## config.mk

```make
export PLATFORM = sky130hd
export DESIGN_NAME = pfg_access_gate
export DESIGN_NICKNAME = d
export VERILOG_FILES = /design/src/rtl/pfg_pkg.sv /design/src/rtl/pfg_sync.sv /design/src/rtl/pfg_recovery_timer.sv /design/src/rtl/pfg_batt_latch.sv /design/src/rtl/pfg_access_gate.sv
export SDC_FILE = /design/constraint.sdc
export NUM_CORES = 1
export LEC_CHECK = 0
export ABC_AREA = 1
export BUFFER_PORTS_ARGS = -buffer_cell sky130_fd_sc_hd__clkbuf_2
export CORE_MARGIN = 2
export CORE_UTILIZATION = 57
export DETAILED_ROUTE_END_ITERATION = 8
export PLACE_DENSITY = 0.76
export SYNTH_ARGS = -nofsm -noshare
export SYNTH_HDL_FRONTEND = slang
export SYNTH_HIERARCHICAL = 1
export SYNTH_SLANG_ARGS = --single-unit
export TNS_END_PERCENT = 5
```

## constraint.sdc

```tcl
create_clock -name clk -period 1.5 [get_ports clk]
set_input_delay 0.45 -clock clk [delete_from_list [all_inputs] [get_ports clk]]
set_output_delay 0.45 -clock clk [all_outputs]
set_load 0.03 [all_outputs]
```

## src/rtl/pfg_pkg.sv

```systemverilog
package pfg_pkg;

    typedef enum logic [1:0] {
        GATE_DOWN    = 2'd0,
        GATE_RECOVER = 2'd1,
        GATE_OPEN    = 2'd2
    } gate_state_e;

    localparam int unsigned PFG_FLAG_COUNT = 2;
    localparam int unsigned PFG_IDX_DESEL  = 0;
    localparam int unsigned PFG_IDX_SWITCH = 1;

endpackage

```

## src/rtl/pfg_sync.sv

```systemverilog
module pfg_sync #(
    parameter int unsigned WIDTH  = 2,
    parameter int unsigned STAGES = 2
) (
    input  logic             clk,
    input  logic             rst_n,
    input  logic [WIDTH-1:0] async_in,
    output logic [WIDTH-1:0] sync_out
);

    logic [WIDTH-1:0] chain_q [STAGES];

    for (genvar g = 0; g < STAGES; g++) begin : g_stage
        if (g == 0) begin : g_first
            always_ff @(posedge clk or negedge rst_n) begin
                if (!rst_n) chain_q[g] <= '0;
                else        chain_q[g] <= async_in;
            end
        end else begin : g_next
            always_ff @(posedge clk or negedge rst_n) begin
                if (!rst_n) chain_q[g] <= '0;
                else        chain_q[g] <= chain_q[g-1];
            end
        end
    end

    assign sync_out = chain_q[STAGES-1];

endmodule

```

## src/rtl/pfg_recovery_timer.sv

```systemverilog
module pfg_recovery_timer #(
    parameter int unsigned TICKS = 2000
) (
    input  logic clk,
    input  logic rst_n,
    input  logic run,
    input  logic tick,
    output logic expire
);

    localparam int unsigned CW = (TICKS > 1) ? $clog2(TICKS) : 1;
    localparam logic [CW-1:0] LAST = CW'(TICKS - 1);

    logic [CW-1:0] cnt_q;

    always_ff @(posedge clk or negedge rst_n) begin
        if (!rst_n) begin
            cnt_q <= '0;
        end else if (!run) begin
            cnt_q <= '0;
        end else if (tick && cnt_q != LAST) begin
            cnt_q <= cnt_q + 1'b1;
        end
    end

    assign expire = run && tick && (cnt_q == LAST);

    // a restarted count never runs past the final value
    a_r5_count_bounded: assert property (@(posedge clk) disable iff (!rst_n)
        cnt_q <= LAST);

    // the count only moves while recovery runs
    a_r9_count_frozen: assert property (@(posedge clk) disable iff (!rst_n)
        (!run) |=> (cnt_q == '0));

endmodule

```

## src/rtl/pfg_batt_latch.sv

```systemverilog
module pfg_batt_latch (
    input  logic clk,
    input  logic rst_n,
    input  logic supply_ok,
    output logic connected
);

    logic conn_q;

    always_ff @(posedge clk or negedge rst_n) begin
        if (!rst_n)         conn_q <= 1'b0;
        else if (supply_ok) conn_q <= 1'b1;
    end

    assign connected = conn_q;

    // once connected the battery stays connected
    a_r7_batt_sticky: assert property (@(posedge clk) disable iff (!rst_n)
        conn_q |=> conn_q);

endmodule

```

## src/rtl/pfg_access_gate.sv

```systemverilog
module pfg_access_gate
    import pfg_pkg::*;
#(
    parameter int unsigned RECOVER_TICKS = 2000,
    parameter int unsigned SYNC_STAGES   = 2
) (
    input  logic clk,
    input  logic rst_n,
    input  logic supply_ok_raw,
    input  logic above_switch_raw,
    input  logic tick,
    output logic access_en,
    output logic batt_sel,
    output logic batt_connected
);

    logic [PFG_FLAG_COUNT-1:0] raw_flags;
    logic [PFG_FLAG_COUNT-1:0] sync_flags;
    logic ok_s, sw_s;
    logic expire;
    logic conn;
    gate_state_e state_q, state_d;
    logic access_q, sel_q;

    assign raw_flags[PFG_IDX_DESEL]  = supply_ok_raw;
    assign raw_flags[PFG_IDX_SWITCH] = above_switch_raw;

    pfg_sync #(
        .WIDTH  (PFG_FLAG_COUNT),
        .STAGES (SYNC_STAGES)
    ) sync_i (
        .clk      (clk),
        .rst_n    (rst_n),
        .async_in (raw_flags),
        .sync_out (sync_flags)
    );

    assign ok_s = sync_flags[PFG_IDX_DESEL];
    assign sw_s = sync_flags[PFG_IDX_SWITCH];

    pfg_recovery_timer #(
        .TICKS (RECOVER_TICKS)
    ) timer_i (
        .clk    (clk),
        .rst_n  (rst_n),
        .run    (state_q == GATE_RECOVER),
        .tick   (tick),
        .expire (expire)
    );

    pfg_batt_latch batt_i (
        .clk       (clk),
        .rst_n     (rst_n),
        .supply_ok (ok_s),
        .connected (conn)
    );

    // state register
    always_ff @(posedge clk or negedge rst_n) begin
        if (!rst_n) state_q <= GATE_DOWN;
        else        state_q <= state_d;
    end

    // transitions T_UP, T_EXPIRE, T_ABORT, T_FAIL
    always_comb begin
        state_d = state_q;
        unique case (state_q)
            GATE_DOWN: begin
                if (ok_s) state_d = GATE_RECOVER;
            end
            GATE_RECOVER: begin
                if (!ok_s)       state_d = GATE_DOWN;
                else if (expire) state_d = GATE_OPEN;
            end
            GATE_OPEN: begin
                if (!ok_s) state_d = GATE_DOWN;
            end
            default: state_d = GATE_DOWN;
        endcase
    end

    // registered outputs
    always_ff @(posedge clk or negedge rst_n) begin
        if (!rst_n) begin
            access_q <= 1'b0;
            sel_q    <= 1'b0;
        end else begin
            access_q <= (state_d == GATE_OPEN);
            sel_q    <= !sw_s && conn;
        end
    end

    assign access_en      = access_q;
    assign batt_sel       = sel_q;
    assign batt_connected = conn;

    // a low supply flag blocks accesses at the next edge
    a_r3_blocked_when_low: assert property (@(posedge clk) disable iff (!rst_n)
        (!ok_s) |=> (!access_en));

    // accesses open only on the edge that ends recovery
    a_r4_open_after_expire: assert property (@(posedge clk) disable iff (!rst_n)
        $rose(access_en) |-> $past(expire));

    // the battery is never selected before it is connected
    a_r8_sel_needs_batt: assert property (@(posedge clk) disable iff (!rst_n)
        batt_sel |-> batt_connected);

endmodule

```

After elaboration in Yosys (flattened, before gate mapping)
Cells that the tools add are included.

Flip-flop bits (word level): 20. Bits in latches: 0. Bits in writable memories: 0. ROM bits: 0. Bits of input ports: 5. Output and inout bits: 3. Logic and storage cells: 27. Memories: 0.

$add $sub $neg: 1. Multipliers: 0. Div/mod/pow operators: 0. $lt $le $gt $ge: 0. Eq/ne operators: 6. Shift operators: 0. Mux-type cells: 7. Bitwise logic cells: 0. Reductions and logical operators: 6.

Operators by type and width (number): $mux 11 (2); $add 11x1->11 const B (1); $eq 11x11->1 const B (1); $ne 11x11->1 const B (1); $mux 2 (4); $pmux 2 s3 (1); $eq 2x2->1 const B (2); $logic_and 1x1->1 (4); $eq 2x1->1 const B (1); $logic_not 2->1 (1); $ne 2x2->1 const B (1); $logic_not 1->1 (1).

Longest topological paths before layout
Gate-level depths: netlist of run 1.

Depth in word-level cells: 7. Gate-level depth with buffers: 9. Depth with buffers taken out: 9.

Modules after synthesis
The synthesis of run 1 kept the hierarchy.

Modules (own cells, without submodules): pfg_recovery_timer (times used 1, cells each 101, area each 699.4 µm²); pfg_access_gate (times used 1, cells each 18, area each 153.9 µm²); pfg_sync (times used 1, cells each 6, area each 115.1 µm²); pfg_batt_latch (times used 1, cells each 4, area each 36.3 µm²).

Worst setup path after synthesis of run 1
Ideal clock, no wire load.

Kind: register to register. Start: register timer_i.cnt_q[0]. End: register timer_i.cnt_q[5]. Arrival time: 1187 ps. Data required time: 1382 ps. Slack: 195 ps. Stages on the path, launching flop included: 10. Period minus slack after synthesis: 1305 ps. Cell sequence: dfrtp_1 ha_1 nand3_2 inv_2 nand3_2 nand2_2 nand2_2 clkinv_4 nand2_1 nand2_1.

Word-level cells in the longest chain between the ends: 3. Elaborated cells between the ends (all ways): 6. Classes of those cells: add/sub: 1; eq/ne: 2; mux: 2; reduce/logical: 1.

RTL lines: from (decl) (RTL line pfg_recovery_timer.sv:14) `logic [CW-1:0] cnt_q;`; from (signal assigned) (RTL line pfg_recovery_timer.sv:22) `cnt_q <= cnt_q + 1'b1;`; $add 11x1->11 or $ne 11x11->1 (tied branches) (RTL line pfg_recovery_timer.sv:22, pfg_recovery_timer.sv:21); $mux 11 or $logic_and 1x1->1 (tied branches) (RTL line pfg_recovery_timer.sv:21) `end else if (tick && cnt_q != LAST) begin`; $mux 11 or $ne 2x2->1 (tied branches).

Parallel ways exist; a longest one is shown, timed or not. The select of a mux whose other input is x is not followed. A chain may end at the register's enable or synchronous reset.

Worst setup path after layout of run 1
Same ends and word-level chain as after synthesis.

==> results by group, run 1 <==
Layout
  – Footprint of the multi-input gates: 420 um2
  – Antenna Diode Count: 0
  – Final nets: 150
  – Area growth from synthesis to layout: 14.2%
  – Proportion of layout cells with a drive suffix above 1: 0.196
  – Post-route cell area: 1150 um2
  – Filler Cell Count: 142
  – Count of non-filler cells in the finished layout: 160
  – Area of all sequential standard cells: 500 um2
  – Final core area utilization: 0.679

Clocking
  – Insertion delay of the later-clocked pin in the worst-skew pair: around 0.30 ns
  – Worst-path clk slew: roughly 0.11 ns
  – TritonCTS sink count: 20
  – Clock Path Buffers: 2
  – Number of buffers created by CTS: 3
  – H-tree depth: 1
  – TritonCTS clock tree: done
  – CTS Root Cell: sky130_fd_sc_hd__clkbuf_4

Synth
  – Number of flops mapped to enable cells by yosys: 0
  – Instance count of the mapped netlist: between 100 and 150
  – Top post-synthesis cells by area: sky130_fd_sc_hd__dfrtp_1 50%, sky130_fd_sc_hd__nand2_1 16%, sky130_fd_sc_hd__inv_1 5.6%
  – Number of warnings printed during yosys synthesis: 6
  – Post-synthesis instance area: 1000 um2
  – Mean cell area of the mapped netlist: 7.79 um2
  – Flops & latches, synth: 20
  – Ys flop type: sky130_fd_sc_hd__dfrtp_1
  – Post-synthesis sequential area ratio: 0.498
  – Yosys top cell area share: 0.498
  – Most common cell in the netlist: sky130_fd_sc_hd__nand2_1
  – Distinct cells, synth: 19
  – Biggest area consumer among synthesized cells: sky130_fd_sc_hd__dfrtp_1
  – Post-synthesis net count: 135
  – Most frequent cells after synthesis: 43 x sky130_fd_sc_hd__nand2_1, 20 x sky130_fd_sc_hd__dfrtp_1, 15 x sky130_fd_sc_hd__inv_1
  – Async set-or-reset flop fraction in the synthesized netlist: 1.00

Timing
  – Sum of negative setup slack: 0 ns
  – Max-slew violations: 0
  – Slew HR: 0.667
  – FMAX: 0.703 GHz
  – Worst clock skew on the final layout: ~0.00075 ns
  – Portion of the clock cycle consumed by the worst path in the final layout: 0.948
  – Number of setup violations in the final report: 0
  – Least setup slack across all paths after layout: 0.0778 ns
  – Final min period: 1.42 ns
  – Total count of hold-check failures in the final report: 0
  – Actual transition at the worst max-transition pin: 0.500 ns

Drt
  – Via density per instance: 5.49
  – Post-detailed-route count of antenna-violating nets: 0
  – DRT iter0 DRCs: 27
  – Total length of routed wires: approximately 2 mm
  – Overall via count from detail_route: between 800 and 900
  – Post-detailed-route wirelength per cell: 12.6 um
  – First-pass iteration count of the detailed router: 4
  – DRC violations left: 0

Status
  – Outcome: finished clean

Placement
  – Port Buffer Count: 7
  – Final weighted congestion of routability-driven global placement: approximately 0.87
  – Detailed Place HPWL: between 1 and 1.5 mm
  – Placed standard-cell area: approximately 1100 um2
  – Worst setup timing slack at the placement stage: 0.0633 ns
  – Placed instance count: roughly 150

Critical path
  – CP max FO: 4
  – Cell type of the slowest stage on the worst timing path: sky130_fd_sc_hd__dfrtp_1
  – Crit-path max cell delay: ~0.42 ns
  – Critical Path Source Type: flip-flop
  – Critical path class: flip-flop to flip-flop
  – Sort of element at the end of the critical path: flip-flop
  – Critical-path cell list: buf_4, buf_4, nand3_1, nor2_1, or2_2, nand4_1, nand2_1
  – Cell repeated most along the worst path: sky130_fd_sc_hd__buf_4
  – Arrival time of the worst setup path: about 1.6 ns
  – Data required, critical path: 1.71 ns

Die
  – Placeable core region: 1690 um2
  – I/O pin total: 8
  – Site Rows: 15
  – Die boundary width: about 46 um
  – Starting utilization of the core area: 0.595
  – Die area: ~2100 um2
  – Chip Height: between 40 and 50 um

Global route
  – GRT overflow: 0
  – Vias in the first global route: 759
  – Wire length of the first global-routing pass: around 3.3 mm
  – Global-route total usage across every layer: 0.225
  – Maximum number of pins on one net before global-route repair: 21
  – Antenna violations before repair: 0

Power and ir drop
  – Power density of the placed cells: 939 nW/um2
  – Largest voltage drop on the vdd net: a little under 600 uV
  – Leakage power: around 0.63 nW

Worst hold path
  – Hold Crit Class: input pin to asynchronous set/reset pin

Run
  – # Max-Cap Violations: 0
[routing by layer]
metal,share of wire,wire length (um),global-route usage
met2,0.49,980,0.358
met5,0,0,0
met1,0.44,879,0.281
met3,0.055,110,0.0397
met4,0.020,40,0.131
[worst max-delay path: cells and delay by family (launching register included)]
| family | cells | cell delay (ns) |
|---|---|---|
| and+or+nand+nor | 5 | 0.63 |
| buffers and inverters | 2 | 0.28 |
| DFF | 1 | 0.42 |
[registers in the layout, summed over array words and instances (netlist names)]
| name | flops |
|---|---|
| timer_i/cnt_q | 11 |
| batt_i/connected | 1 |
| access_en | 1 |
| sync_i/chain_q | 2 |
| sync_i/sync_out | 2 |
| state_q | 2 |
| batt_sel | 1 |
[cells by family after synthesis]
kind of cell,count (synthesis),synth area share
flops,20,0.498
xor+xnor,3,0.0262
compound gates,3,0.0149
buf+inv,21,0.0909
fa+ha+maj,1,0.0125
simple gates,81,0.357
[cell usage in the layout (no fill, tap or decap), types with 2 or more instances in the layout]
cell type,n
sky130_fd_sc_hd__or2_2,2
sky130_fd_sc_hd__dfrtp_1,20
sky130_fd_sc_hd__nand3_2,2
sky130_fd_sc_hd__inv_1,15
sky130_fd_sc_hd__nand3_1,9
sky130_fd_sc_hd__nand4_1,7
sky130_fd_sc_hd__buf_4,6
sky130_fd_sc_hd__xor2_1,3
sky130_fd_sc_hd__clkbuf_4,3
sky130_fd_sc_hd__inv_2,2
sky130_fd_sc_hd__clkbuf_2,7
sky130_fd_sc_hd__nand2_1,43
sky130_fd_sc_hd__nor2_1,14
[stage by stage]
| stage | power [mW] | hold slack, ns |
|---|---|---|
| 3_3_place_gp | 0.628 | 0.331 |
| 2_1_floorplan | 0.604 | 0.154 |
| 3_5_place_dp | 0.631 | 0.345 |
| 6_report | 1.08 | 0.0877 |
| 5_1_grt | 1.12 | 0.113 |
| 4_1_cts | 1.07 | 0.101 |
[worst paths after layout]
kind,from,end,slack [ns],cells past startpoint
setup reg to reg,timer_i/cnt_q[0],timer_i/cnt_q[5],0.08,7
max in group asynchronous,rst_n,timer_i/cnt_q[2],1.08,1
hold / removal,rst_n,timer_i/cnt_q[5],0.09,1
setup / recovery,timer_i/cnt_q[0],timer_i/cnt_q[5],0.08,7
hold reg to reg,sync_i/chain_q[3],sync_i/sync_out[1],0.37,0
min in group clk,supply_ok_raw,sync_i/chain_q[2],0.24,1
[where the power goes]
| part | total, mW | switching, mW | internal (mW) | leakage (nW) |
|---|---|---|---|---|
| clock network | 0.440 | 0.170 | 0.270 | 0.0279 |
| logic | 0.0776 | 0.0487 | 0.0289 | 0.342 |
| registers | 0.559 | 0.00778 | 0.552 | 0.259 |
| total | 1.08 | 0.227 | 0.851 | 0.629 |
[what timing repair did]
action | in CTS | in global routing
hold buffers | 0 | 0
buffers inserted | 0 | 4
resized for setup | 0 | 3
endpoints found under the setup margin | 0 | 12
[cell type report]
cell class | instances | share of cell area
flip-flops and latches | 20 | 0.436
multi-input cells | 88 | 0.366
repair buffers | 13 | 0.0698
inverters | 18 | 0.0632
clock inverters | 1 | 0.0262
clock buffers | 3 | 0.0196
well taps | 17 | 0.0185
Power figures use the tool's default switching activity.
==> run 2: changes to the inputs <==
--- a/config.mk
+++ b/config.mk
@@ -5,12 +5,11 @@
 export SDC_FILE = /design/constraint.sdc
 export NUM_CORES = 1
 export LEC_CHECK = 0
-export ABC_AREA = 1
 export BUFFER_PORTS_ARGS = -buffer_cell sky130_fd_sc_hd__clkbuf_2
 export CORE_MARGIN = 2
-export CORE_UTILIZATION = 57
+export CORE_UTILIZATION = 56
 export DETAILED_ROUTE_END_ITERATION = 8
-export PLACE_DENSITY = 0.76
+export PLACE_DENSITY = 0.75
 export SYNTH_ARGS = -nofsm -noshare
 export SYNTH_HDL_FRONTEND = slang
 export SYNTH_HIERARCHICAL = 1
==> run 2 against run 1 <==
Net effect: synthesized area fell by 4.2%; clock power fell by 29%; utilization rose by 4.5 points; setup slack got worse by 0.082 ns; sequential share of layout area rose by 0.84 points; largest cell class unchanged; non-clock buffer count rose by 5; clock skew rose by 0.0022 ns; final cell count fell by 23%; fmax fell by 5.5%; count of clock-buffer cells in the layout rose by 1; the run now ends with negative setup slack left; final area fell by 1.6%; via count fell by 9.3%.
==> results by group, run 2 <==
Status
  – Outcome: finished, violations left
  – Violated checks: negative setup slack

Global route
  – Wire length of the first global-routing pass: ~3.6 mm
  – GRT overflow: 0
  – Maximum number of pins on one net before global-route repair: 21
  – Vias in the first global route: ~810
  – Global-route total usage across every layer: 0.250
  – Antenna violations before repair: 0

Layout
  – Proportion of layout cells with a drive suffix above 1: 0.278
  – Largest register by flop count: timer_i/cnt_q
  – Max FFs per register: 11
  – Leading cell type in the layout, fill and taps excluded: sky130_fd_sc_hd__dfrtp_1
  – Post-route cell area: around 1100 um2
  – Final nets: approximately 120
  – Area growth from synthesis to layout: 17.3%
  – Filler Cell Count: around 130
  – Final core area utilization: 0.724
  – Count of non-filler cells in the finished layout: ~120
  – Antenna Diode Count: 0
  – Commonest non-fill, non-tap cells in the layout: 19 x sky130_fd_sc_hd__dfrtp_1, 11 x sky130_fd_sc_hd__buf_4, 8 x sky130_fd_sc_hd__nand2_1

Clocking
  – Clock Path Buffers: 2
  – TritonCTS clock tree: done
  – TritonCTS sink count: 20
  – Insertion delay of the later-clocked pin in the worst-skew pair: roughly 0.30 ns
  – Hold buffer count at CTS: 0
  – Worst-path clk slew: ~0.11 ns
  – CTS Root Cell: sky130_fd_sc_hd__clkbuf_4
  – H-tree depth: 1
  – Number of buffers created by CTS: 3

Timing
  – Portion of the clock cycle consumed by the worst path in the final layout: 1.00
  – FMAX: 0.665 GHz
  – Sum of negative setup slack: -0.00447 ns
  – Slew HR: 0.674
  – Worst clock skew on the final layout: about 0.0030 ns
  – RSZ-0062 raised after global routing: true
  – Max-slew violations: 0
  – Least setup slack across all paths after layout: -0.00447 ns
  – Total count of hold-check failures in the final report: 0
  – Number of setup violations in the final report: 1
  – Actual transition at the worst max-transition pin: a little under 0.5 ns
  – Final min period: 1.50 ns

Synth
  – Biggest area consumer among synthesized cells: sky130_fd_sc_hd__dfrtp_1
  – Number of flops mapped to enable cells by yosys: 0
  – Flops & latches, synth: 20
  – Async set-or-reset flop fraction in the synthesized netlist: 1.00
  – Post-synthesis net count: slightly below 100
  – Ys flop type: sky130_fd_sc_hd__dfrtp_1
  – Post-synthesis instance area: between 900 and 1000 um2
  – Top post-synthesis cells by area: sky130_fd_sc_hd__dfrtp_1 52%, sky130_fd_sc_hd__o2111ai_1 3.6%, sky130_fd_sc_hd__nand2_1 3.5%
  – Mean cell area of the mapped netlist: 10.6 um2
  – Instance count of the mapped netlist: a little over 90
  – Distinct cells, synth: 31
  – Number of warnings printed during yosys synthesis: 6
  – Yosys top cell area share: 0.520
  – Most common cell in the netlist: sky130_fd_sc_hd__dfrtp_1
  – Most frequent cells after synthesis: 20 x sky130_fd_sc_hd__dfrtp_1, 9 x sky130_fd_sc_hd__nand2_1, 5 x sky130_fd_sc_hd__a21oi_1
  – Post-synthesis sequential area ratio: 0.520

Die
  – Chip Height: 45.5 um
  – Placeable core region: about 1600 um2
  – Site Rows: 14
  – I/O pin total: 8
  – Starting utilization of the core area: 0.617
  – Die boundary width: 45.5 um
  – Die area: 2070 um2

Drt
  – First-pass iteration count of the detailed router: 4
  – DRC violations left: 0
  – DRT iter0 DRCs: 30
  – Overall via count from detail_route: approximately 800
  – Post-detailed-route count of antenna-violating nets: 0
  – Total length of routed wires: between 2 and 2.5 mm
  – Via density per instance: about 6.4
  – Post-detailed-route wirelength per cell: about 16 um

Worst hold path
  – Hold Crit Class: input pin to asynchronous set/reset pin

Critical path
  – Critical Path Source Type: flip-flop
  – Critical path class: flip-flop to flip-flop
  – CP max FO: 7
  – Data required, critical path: between 1.5 and 2 ns
  – Sort of element at the end of the critical path: flip-flop
  – Crit-path max cell delay: 0.47 ns
  – Cell type of the slowest stage on the worst timing path: sky130_fd_sc_hd__or3_2
  – Critical-path cell list: ha_2, nand4_1, or3_2, a21oi_1
  – Arrival time of the worst setup path: around 1.7 ns

Placement
  – Placed instance count: approximately 120
  – Placed standard-cell area: approximately 1100 um2
  – Final weighted congestion of routability-driven global placement: slightly below 0.9
  – Detailed Place HPWL: 1.47 mm
  – Port Buffer Count: 7

Power and ir drop
  – Power density of the placed cells: around 900 nW/um2
  – Leakage power: about 0.5 nW
  – Largest voltage drop on the vdd net: 684 uV

Run
  – # Max-Cap Violations: 0
run 2: kinds of logic after synthesis:
group                      Yosys count  share of synthesized area
muxes                                2                     0.0208
adders and majority gates            1                     0.0130
and+or+nand+nor                     40                      0.261
buffers and inverters                9                     0.0442
DFF                                 20                      0.520
AOI/OAI and AO/OA                   19                      0.140
run 2: layer usage:
layer	up-vias	global-route usage	routed length [um]
met5	-	0	0
met2	22	0.403	1020
met4	0	0.135	35
met3	4	0.0476	77
li1	383	-	-
met1	387	0.313	886
run 2: through the flow:
stage / worst slack [ns] / power (mW) / hold slack (ns)
final: -0.00447 / 1.02 / 0.0889
after CTS: 0.00651 / 1.02 / 0.0991
after floorplan: 0.0397 / 0.646 / 0.154
after detailed placement: -0.0529 / 0.710 / 0.345
after global placement: 0.00445 / 0.703 / 0.332
after global routing: -0.0785 / 1.07 / 0.120
run 2: worst max-delay path, delay by kind of cell (launching register included):
| kind | cells | cell delay, ns |
|---|---|---|
| DFF | 1 | 0.37 |
| and+or+nand+nor | 2 | 0.70 |
| adders and majority gates | 1 | 0.21 |
| AOI/OAI and AO/OA | 1 | 0.15 |
run 2: repair_timing:
| item | 4_1_cts | 5_1_grt |
|---|---|---|
| buffers inserted | 1 | 0 |
| endpoints found under the hold margin | 0 | 0 |
| resized for setup | 1 | 5 |
| pin swaps | 1 | 2 |
| endpoints found under the setup margin | 3 | 10 |
run 2: power by group:
group	switching, mW	total (mW)	internal [mW]
sequential	0.0159	0.576	0.560
combinational	0.0712	0.129	0.0579
clock	0.165	0.313	0.148
run 2: path summary, 6_finish.rpt:
| kind | from | end | slack (ns) | cells past startpoint |
|---|---|---|---|---|
| max | timer_i/cnt_q[0] | timer_i/cnt_q[6] | -0.004 | 4 |
| min | rst_n | timer_i/cnt_q[1] | 0.09 | 1 |
| max reg2reg | timer_i/cnt_q[0] | timer_i/cnt_q[6] | -0.004 | 4 |
| min reg2reg | sync_i/chain_q[2] | sync_i/sync_out[0] | 0.37 | 0 |
| max in group asynchronous | rst_n | timer_i/cnt_q[6] | 1.06 | 1 |
| min in group clk | supply_ok_raw | sync_i/chain_q[2] | 0.25 | 1 |
run 2: layout make-up:
| cell class | count | area (um2) | share of cell area |
|---|---|---|---|
| clock buffer | 4 | 36.3 | 0.0322 |
| timing repair buffer | 18 | 118 | 0.104 |
| sequential | 20 | 502 | 0.445 |
| inverter | 4 | 15.0 | 0.0133 |
| tap | 16 | 20.0 | 0.0177 |
| multi-input combinational | 62 | 438 | 0.388 |
==> run 3: changes to the inputs <==
--- a/config.mk
+++ b/config.mk
@@ -10,6 +10,7 @@
 export CORE_UTILIZATION = 56
 export DETAILED_ROUTE_END_ITERATION = 8
 export PLACE_DENSITY = 0.75
+export SETUP_SLACK_MARGIN = 0.3
 export SYNTH_ARGS = -nofsm -noshare
 export SYNTH_HDL_FRONTEND = slang
 export SYNTH_HIERARCHICAL = 1
==> run 3 against run 2 <==
Net effect: the run still ends with negative setup slack left; final cell count is 0.81% higher; sequential power grew 0.7%; clock power increased by 38%; hold slack hardly changed; clock skew hardly changed; power grew 14%; global-route usage grew 1.3 points; critical path type unchanged; largest cell class is now multi-input gates.
==> results by group, run 3 (synthesis results as in run 2) <==
Layout
  – Antenna Diode Count: 0
  – Count of non-filler cells in the finished layout: around 130
  – Filler Cell Count: 94
  – Leading cell type in the layout, fill and taps excluded: sky130_fd_sc_hd__dfrtp_1
  – Area growth from synthesis to layout: 29.4%
  – Post-route cell area: approximately 1200 um2
  – Max FFs per register: 11
  – Proportion of layout cells with a drive suffix above 1: 0.349
  – Final nets: 116
  – Commonest non-fill, non-tap cells in the layout: 20 x sky130_fd_sc_hd__dfrtp_1, 12 x sky130_fd_sc_hd__buf_4, 9 x sky130_fd_sc_hd__nand2_1
  – Final core area utilization: 0.799
  – Largest register by flop count: timer_i/cnt_q

Drt
  – Via density per instance: around 6.7
  – DRC violations left: 0
  – Overall via count from detail_route: approximately 840
  – Post-detailed-route wirelength per cell: 18.6 um
  – Post-detailed-route count of antenna-violating nets: 0
  – First-pass iteration count of the detailed router: 4
  – DRT iter0 DRCs: 29
  – Total length of routed wires: ~2.3 mm

Die
  – Die area: roughly 2100 um2
  – Placeable core region: ~1600 um2
  – Chip Height: between 40 and 50 um
  – I/O pin total: 8
  – Site Rows: 14
  – Starting utilization of the core area: 0.617
  – Die boundary width: ~45 um

Clocking
  – H-tree depth: 1
  – Hold buffer count at CTS: 0
  – TritonCTS clock tree: done
  – Insertion delay of the later-clocked pin in the worst-skew pair: around 0.30 ns
  – TritonCTS sink count: 20
  – Number of buffers created by CTS: 3
  – Clock Path Buffers: 2
  – CTS Root Cell: sky130_fd_sc_hd__clkbuf_4
  – Worst-path clk slew: about 0.11 ns

Timing
  – Max-slew violations: 0
  – Slew HR: 0.672
  – Portion of the clock cycle consumed by the worst path in the final layout: 1.04
  – Worst clock skew on the final layout: approximately 0.0030 ns
  – Actual transition at the worst max-transition pin: between 0.4 and 0.5 ns
  – FMAX: between 0.6 and 0.7 GHz
  – Final min period: between 1.5 and 2 ns
  – RSZ-0062 raised after global routing: true
  – Number of setup violations in the final report: 5
  – Least setup slack across all paths after layout: -0.0566 ns
  – Sum of negative setup slack: -0.142 ns
  – Total count of hold-check failures in the final report: 0

Power and ir drop
  – Power density of the placed cells: slightly above 900 nW/um2
  – Overall power consumption: about 1.2 mW
  – Leakage power: ~0.54 nW
  – Largest voltage drop on the vdd net: ~700 uV

Critical path
  – Source of the worst register-to-register timing path: timer_i/cnt_q[0]
  – Arrival time of the worst setup path: about 1.8 ns
  – Sort of element at the end of the critical path: flip-flop
  – R2R setup slack: -0.06 ns
  – Critical-path cell list: ha_4, nand4_1, or4_4, a21oi_2
  – CP max FO: 5
  – Critical Path Source Type: flip-flop
  – Data required, critical path: ~1.7 ns
  – Critical path class: flip-flop to flip-flop
  – Cell type of the slowest stage on the worst timing path: sky130_fd_sc_hd__or4_4
  – R2r worst-path depth: 4
  – Endpoint of the worst-slack reg-to-reg timing path: timer_i/cnt_q[8]
  – Crit-path max cell delay: 0.58 ns

Global route
  – Wire length of the first global-routing pass: around 3.7 mm
  – Global-route total usage across every layer: 0.263
  – Maximum number of pins on one net before global-route repair: 21
  – GRT overflow: 0
  – Vias in the first global route: about 840
  – Antenna violations before repair: 0

Placement
  – Placed instance count: approximately 120
  – Port Buffer Count: 7
  – Final weighted congestion of routability-driven global placement: between 0.8 and 0.9
  – Placed standard-cell area: roughly 1100 um2
  – Detailed Place HPWL: around 1.5 mm

Status
  – Outcome: finished, violations left
  – Violated checks: negative setup slack

Run
  – # Max-Cap Violations: 0

Worst hold path
  – Hold Crit Class: input pin to asynchronous set/reset pin
## run 3: area by class of cell
| class | instances | area [um2] | share of cell area |
|---|---|---|---|
| Clock buffer | 3 | 22.5 | 0.0181 |
| Sequential cell | 20 | 500 | 0.402 |
| Clock inverter | 1 | 30.0 | 0.0241 |
| Tap cell | 16 | 20.0 | 0.0161 |
| Inverter | 4 | 15.0 | 0.0121 |
| Timing Repair Buffer | 19 | 155 | 0.125 |
| Multi-Input combinational cell | 62 | 502 | 0.403 |
## run 3: worst max path at each step
stage	start	slack, ns	end	depth (start not counted)
floorplan	timer_i/cnt_q[0]	0.07	timer_i/cnt_q[6]	4
global placement	tick	0.03	timer_i/cnt_q[8]	4
detailed placement	timer_i/cnt_q[0]	-0.02	timer_i/cnt_q[8]	4
CTS	timer_i/cnt_q[1]	-0.01	timer_i/cnt_q[10]	4
global route	timer_i/cnt_q[0]	-0.11	timer_i/cnt_q[8]	6
finish	timer_i/cnt_q[0]	-0.06	timer_i/cnt_q[8]	4
## run 3: critical path, delay by kind of cell, from the launching register on
kind                       cells  cell delay, ns
AOI/OAI and AO/OA              1            0.13
and+or+nand+nor                2            0.79
DFF                            1            0.41
adders and majority gates      1            0.17
## run 3: what timing repair did
action,CTS,global route
gates resized for setup,16,10
endpoints found under the setup margin,17,17
setup buffers,2,2
pin swaps,5,3
## run 3: routing by layer
layer	global-route usage	vias up	part of all wire
met3	0.0635	4	0.049
li1	-	384	-
met2	0.428	31	0.53
met1	0.316	423	0.41
met4	0.147	0	0.010
met5	0	-	0
## run 3: metrics by stage
step / hold slack (ns) / setup WS (ns)
global route: 0.109 / -0.111
finish: 0.0891 / -0.0566
global placement: 0.332 / 0.0294
detailed placement: 0.346 / -0.0200
floorplan: 0.154 / 0.0718
CTS: 0.0977 / -0.0122
## run 3: report_power, final
| group | total (mW) | internal, mW | switching (mW) |
|---|---|---|---|
| logic | 0.151 | 0.0689 | 0.0817 |
| clock network | 0.433 | 0.270 | 0.163 |
| registers | 0.580 | 0.560 | 0.0198 |
| total | 1.16 | 0.899 | 0.265 |
